File: config.mk
export PLATFORM = sky130hd
export DESIGN_NAME = slowosc_ctrl
export DESIGN_NICKNAME = d
export VERILOG_FILES = /design/src/rtl/slowosc_pkg.sv /design/src/rtl/slowosc_ctrl_reg.sv /design/src/rtl/slowosc_startup.sv /design/src/rtl/slowosc_clkout.sv /design/src/rtl/slowosc_ctrl.sv
export SDC_FILE = /design/constraint.sdc
export NUM_CORES = 1
export LEC_CHECK = 0
export BUFFER_PORTS_ARGS = -buffer_cell sky130_fd_sc_hd__buf_2
export CAP_MARGIN = 20
export CORE_ASPECT_RATIO = 2
export CORE_MARGIN = 3
export CORE_UTILIZATION = 53
export DETAILED_ROUTE_END_ITERATION = 10
export GPL_TIMING_DRIVEN = 0
export PLACE_DENSITY = 0.86
export SLEW_MARGIN = 5
export SYNTH_ARGS = -nofsm -noshare
export SYNTH_HDL_FRONTEND = slang
export SYNTH_HIERARCHICAL = 1
export SYNTH_SLANG_ARGS = --single-unit
File: constraint.sdc
create_clock -name clk -period 3 [get_ports clk]
set_input_delay 0.3 -clock clk [delete_from_list [all_inputs] [get_ports clk]]
set_output_delay 0.3 -clock clk [all_outputs]
set_load 0.05 [all_outputs]
File: src/rtl/slowosc_pkg.sv
// Package: shared layout of the oscillator control word.
// Assumes a 32-bit word; field positions are fixed by software.
package slowosc_pkg;

    localparam int WORD_W     = 32;
    localparam int TRIM_W     = 7;
    localparam int CODE_W     = 3;
    localparam int DELAY_BASE = 2;

    // Bit positions of every field in the control word
    localparam int POS_TRIM   = 16;
    localparam int POS_LOCK   = 12;
    localparam int POS_CODE   = 8;
    localparam int POS_ONDMD  = 7;
    localparam int POS_STDBY  = 6;
    localparam int POS_EN1K   = 3;
    localparam int POS_EN32K  = 2;
    localparam int POS_ENABLE = 1;

    localparam logic [WORD_W-1:0] WR_MASK   = 32'h007F_17CE;
    localparam logic [WORD_W-1:0] RESET_VAL = 32'h0000_0080;

    typedef struct packed {
        logic [TRIM_W-1:0] trim;
        logic              lock;
        logic [CODE_W-1:0] code;
        logic              ondmd;
        logic              stdby;
        logic              en1k;
        logic              en32k;
        logic              enable;
    } ctrl_t;

    // Extract fields from a bus word
    function automatic ctrl_t word_to_ctrl(input logic [WORD_W-1:0] w);
        ctrl_t c;
        c.trim   = w[POS_TRIM +: TRIM_W];
        c.lock   = w[POS_LOCK];
        c.code   = w[POS_CODE +: CODE_W];
        c.ondmd  = w[POS_ONDMD];
        c.stdby  = w[POS_STDBY];
        c.en1k   = w[POS_EN1K];
        c.en32k  = w[POS_EN32K];
        c.enable = w[POS_ENABLE];
        return c;
    endfunction

    // Place fields back on a bus word, unused bits zero
    function automatic logic [WORD_W-1:0] ctrl_to_word(input ctrl_t c);
        logic [WORD_W-1:0] w;
        w = '0;
        w[POS_TRIM +: TRIM_W] = c.trim;
        w[POS_LOCK]           = c.lock;
        w[POS_CODE +: CODE_W] = c.code;
        w[POS_ONDMD]          = c.ondmd;
        w[POS_STDBY]          = c.stdby;
        w[POS_EN1K]           = c.en1k;
        w[POS_EN32K]          = c.en32k;
        w[POS_ENABLE]         = c.enable;
        return w;
    endfunction

endpackage

File: src/rtl/slowosc_ctrl_reg.sv
// Module: control word storage with sticky lock.
// Does: accepts a write while unlocked and exposes both the stored value and
// the value the next edge will store, so that later stages act on the same edge.
// Assumes: one write port, so a locking write is the only write of its cycle.
module slowosc_ctrl_reg
    import slowosc_pkg::*;
(
    input  logic              clk,
    input  logic              rst_n,
    input  logic              wr_en,
    input  logic [WORD_W-1:0] wr_data,
    output ctrl_t             ctrl_q,
    output ctrl_t             ctrl_next,
    output logic              en_rise,
    output logic [WORD_W-1:0] rd_data
);

    logic accept;

    // Decide whether this cycle's write lands and what the word becomes
    always_comb begin
        accept    = wr_en && !ctrl_q.lock;
        ctrl_next = accept ? word_to_ctrl(wr_data & WR_MASK) : ctrl_q;
    end

    // Store the word
    always_ff @(posedge clk) begin
        if (!rst_n) begin
            ctrl_q <= word_to_ctrl(RESET_VAL);
        end else begin
            ctrl_q <= ctrl_next;
        end
    end

    // Flag the edge on which the enable turns on
    assign en_rise = ctrl_next.enable && !ctrl_q.enable;
    // Read bus always shows the stored word
    assign rd_data = ctrl_to_word(ctrl_q);

endmodule

File: src/rtl/slowosc_startup.sv
// Module: start-up delay counter.
// Does: on an enable rising edge loads 2^code + DELAY_BASE, counts down on slow
// ticks, and raises ready when the count is used up.
// Assumes: slow_tick is a one-cycle pulse already in the clk domain.
module slowosc_startup
    import slowosc_pkg::*;
#(
    parameter int N_CODE_BITS = CODE_W,
    parameter int BASE        = DELAY_BASE
) (
    input  logic                   clk,
    input  logic                   rst_n,
    input  logic                   en_next,
    input  logic                   en_rise,
    input  logic [N_CODE_BITS-1:0] code,
    input  logic                   slow_tick,
    output logic                   ready
);

    localparam int N_CODES   = 1 << N_CODE_BITS;
    localparam int MAX_DELAY = (1 << (N_CODES - 1)) + BASE;
    localparam int CNT_W     = $clog2(MAX_DELAY + 1);

    logic [CNT_W-1:0] delay_lut [N_CODES];
    logic [CNT_W-1:0] cnt_q;

    // Delay for each code, computed per entry
    for (genvar g = 0; g < N_CODES; g++) begin : g_lut
        assign delay_lut[g] = CNT_W'((1 << g) + BASE);
    end

    // Load, count down, and raise ready on the last counted tick
    always_ff @(posedge clk) begin
        if (!rst_n) begin
            cnt_q <= '0;
            ready <= 1'b0;
        end else if (!en_next) begin
            cnt_q <= '0;
            ready <= 1'b0;
        end else if (en_rise) begin
            cnt_q <= delay_lut[code];
            ready <= 1'b0;
        end else if (!ready && slow_tick) begin
            if (cnt_q == CNT_W'(1)) begin
                cnt_q <= '0;
                ready <= 1'b1;
            end else begin
                cnt_q <= cnt_q - CNT_W'(1);
            end
        end
    end

endmodule

File: src/rtl/slowosc_clkout.sv
// Module: output gating and 1.024 kHz divider.
// Does: gates the full-rate enable with ready and divides oscillator pulses by
// DIV_RATIO to make a registered one-cycle tick.
// Assumes: osc_tick marks one oscillator cycle; ready comes from a register.
module slowosc_clkout #(
    parameter int DIV_RATIO = 32
) (
    input  logic clk,
    input  logic rst_n,
    input  logic ready,
    input  logic en32k,
    input  logic en1k,
    input  logic osc_tick,
    output logic clk32k_en,
    output logic tick1k
);

    localparam int DIV_W = $clog2(DIV_RATIO);
    localparam logic [DIV_W-1:0] DIV_LAST = DIV_W'(DIV_RATIO - 1);

    logic [DIV_W-1:0] div_q;
    logic             wrap;

    assign wrap = ready && osc_tick && (div_q == DIV_LAST);

    // Count oscillator pulses only while ready, else hold at zero
    always_ff @(posedge clk) begin
        if (!rst_n) begin
            div_q <= '0;
        end else if (!ready) begin
            div_q <= '0;
        end else if (osc_tick) begin
            div_q <= wrap ? '0 : div_q + DIV_W'(1);
        end
    end

    // Register the divided tick when its enable is set
    always_ff @(posedge clk) begin
        if (!rst_n) begin
            tick1k <= 1'b0;
        end else begin
            tick1k <= wrap && en1k;
        end
    end

    // Full-rate enable passes only once ready
    assign clk32k_en = ready && en32k;

endmodule

File: src/rtl/slowosc_ctrl.sv
// Module: top of the low-power oscillator control block.
// Does: ties the control word, start-up counter and output stage together.
// Assumes: slow_tick and osc_tick are synchronised one-cycle pulses.
module slowosc_ctrl
    import slowosc_pkg::*;
#(
    parameter int DIV_RATIO = 32
) (
    input  logic              clk,
    input  logic              rst_n,
    input  logic              wr_en,
    input  logic [WORD_W-1:0] wr_data,
    output logic [WORD_W-1:0] rd_data,
    input  logic              slow_tick,
    input  logic              osc_tick,
    output logic              osc_on,
    output logic [TRIM_W-1:0] osc_calib,
    output logic              on_demand,
    output logic              run_standby,
    output logic              ready,
    output logic              clk32k_en,
    output logic              tick1k
);

    ctrl_t ctrl_q;
    ctrl_t ctrl_next;
    logic  en_rise;

    slowosc_ctrl_reg u_reg (
        .clk       (clk),
        .rst_n     (rst_n),
        .wr_en     (wr_en),
        .wr_data   (wr_data),
        .ctrl_q    (ctrl_q),
        .ctrl_next (ctrl_next),
        .en_rise   (en_rise),
        .rd_data   (rd_data)
    );

    slowosc_startup #(
        .N_CODE_BITS (CODE_W),
        .BASE        (DELAY_BASE)
    ) u_startup (
        .clk       (clk),
        .rst_n     (rst_n),
        .en_next   (ctrl_next.enable),
        .en_rise   (en_rise),
        .code      (ctrl_next.code),
        .slow_tick (slow_tick),
        .ready     (ready)
    );

    slowosc_clkout #(
        .DIV_RATIO (DIV_RATIO)
    ) u_out (
        .clk       (clk),
        .rst_n     (rst_n),
        .ready     (ready),
        .en32k     (ctrl_q.en32k),
        .en1k      (ctrl_q.en1k),
        .osc_tick  (osc_tick),
        .clk32k_en (clk32k_en),
        .tick1k    (tick1k)
    );

    // Stored fields drive the analog core and sleep logic directly
    assign osc_on      = ctrl_q.enable;
    assign osc_calib   = ctrl_q.trim;
    assign on_demand   = ctrl_q.ondmd;
    assign run_standby = ctrl_q.stdby;

endmodule

==> run_results.csv <==
group,metric,value,unit
sta,max_freq,449.3,MHz
pwr,p_leak,1.206,nW
pwr,ir_worst_vdd,0.4668,mV
sta,finalSetupViolations,0,
placement,numPortBuffers,48,
outcome,status,"finished clean",
critical_path,worstPathMaxFanout,10,
placement,placed_cell_area,0.002301,mm²
grt,grt_max_degree,11,
logic_synthesis,synth_warnings,6,
sta,hold_violations,0,
final_layout,drive_gt1_share,36.84,%
grt,grt_pass1_vias,1645,
clocking,clk_pin_slew,60,ps
floorplan,die_w,48.83,µm
sta,fin_hold_ws,260.5,ps
detailed_routing,detail-route-antenna-nets,0,
placement,pre_cts_slack,864.9,ps
final_layout,multi_input_area,0.001018,mm²
sta,setup_ws,774.2,ps
critical_path,cp-end-kind,"register",
logic_synthesis,syn_inst,215,
detailed_routing,viasPerCell,5.021,
final_layout,nets,330,
grt,track_usage,20.24,%
detailed_routing,drc,0,
grt,antenna_found_initial,0,
clocking,root_buffer,"clkbuf_8",
detailed_routing,wl_per_cell,12.71,µm
critical_path,cp.required,3190,ps
clocking,clk-insertion-delay-late,280,ps
logic_synthesis,synth_area,0.001944,mm²
sta,tns,0,ps
clocking,numCtsBuffers,5,
floorplan,placement_rows,30,
sta,rsz0062_at_grt,"false",
final_layout,syn_to_final_growth,22.84,%
final_layout,register_area,620.6,µm²
placement,gp_congestion,0.8825,
critical_path,arrival,2410,ps
detailed_routing,drtIter0Drc,58,
clocking,cts_buffer_depth,2,
final_layout,antennaDiodeCount,0,
sta,min_period,2226,ps
sta,min_period_over_period,74.19,%
floorplan,dieArea,0.004476,mm²
floorplan,core_region_area,0.003453,mm²
floorplan,initial_core_util,56.30,%
clocking,tritoncts,"built",
clocking,htree_levels,2,
grt,grt_pass1_wl,7182,µm
final_layout,final.fill_count,305,
clocking,cts-hold-fix-buffers,0,
final_layout,fin_area,0.002389,mm²
placement,dp_hpwl,3294,µm
flow_run,drv_cap,0,
clocking,post_cts_resized,0,
clocking,post_cts_buffers,0,
hold_path,hold_path_class,"in2reg",
pwr,power_density,479.7,mW/mm²
critical_path,cp-start-kind,"register",
floorplan,ios,82,
grt,overflow,0,
clocking,clock_sinks,31,
sta,slew_violations,0,
logic_synthesis,syn_avg_cell_area,9.044,µm²
detailed_routing,first_pass_iters,4,
detailed_routing,vias,1672,
critical_path,critPathKind,"reg2reg",
sta,finClkSkew,2.197,ps
floorplan,die_h,91.66,µm
detailed_routing,wirelength,4232,µm
-- worst max-delay path, stage by stage, from the launching register on --
cell      delay (ps)
dfxtp_1          340
nand2b_1         170
buf_6            130
buf_12           120
nor3b_1          170
clkbuf_1         360
clkbuf_1         420
a31oi_1          160
a221oi_1         270
-- cell type report --
class | count | area share, %
Sequential cell | 31 | 25.98
Timing Repair Buffer | 48 | 10.06
Multi-Input combinational cell | 146 | 42.64
Inverter | 9 | 1.414
Clock inverter | 1 | 0.2095
Clock buffer | 6 | 3.457
Tap cell | 48 | 2.514
Buffer | 44 | 13.72
-- layout by cell type, fill, tap and decap left out, drive strengths merged, types with 5 or more instances in the layout --
master / n
a31oi: 5
nor2: 9
clkbuf: 12
mux2i: 16
a21oi: 6
dfxtp: 31
nand2: 33
or3: 5
conb: 16
ha: 8
inv: 9
buf: 86
-- report_power, final --
group	switching, mW	internal, mW	leakage [nW]	total [mW]
Sequential	0.0201	0.433	0.253	0.453
Combinational	0.233	0.132	0.905	0.365
Clock	0.149	0.180	0.0470	0.328
Total	0.402	0.744	1.21	1.15
-- stage by stage --
| step | cells | util, % | total power [mW] |
|---|---|---|---|
| after floorplan | 230 | - | 0.7574 |
| after global placement | 326 | 66.63 | 0.8172 |
| after detailed placement | 326 | 66.63 | 0.8228 |
| after CTS | 333 | 69.17 | 1.154 |
| after global routing | 333 | 69.17 | 1.202 |
| final | 333 | 69.17 | 1.146 |
-- flip-flops by register name, indices dropped and copies added (netlist names) --
register         count
u_out/div_q          5
u_out/tick1k         1
u_reg/ctrl_q        16
u_startup/cnt_q      8
u_startup/ready      1
-- per-layer routing --
| metal | global-route usage (%) | wire length, µm | up-vias |
|---|---|---|---|
| li1 | - | - | 822 |
| met1 | 19.79 | 1477 | 770 |
| met2 | 38.18 | 2388 | 67 |
| met3 | 3.902 | 227 | 13 |
| met4 | 11.40 | 139 | 0 |
| met5 | 0 | 0 | - |
-- final timing paths --
| kind | slack, ps | to | cells past startpoint | startpoint |
|---|---|---|---|---|
| worst max-delay path | 770 | u_startup/cnt_q[0] | 8 | u_reg/ctrl_q[8] |
| worst min-delay path | 260 | u_reg/ctrl_q[11] | 3 | wr_data[18] |
| worst max register to register | 770 | u_startup/cnt_q[0] | 8 | u_reg/ctrl_q[8] |
| worst min register to register | 470 | u_out/tick1k | 2 | u_reg/ctrl_q[2] |
Note: power is estimated with default switching activity, not from simulation.
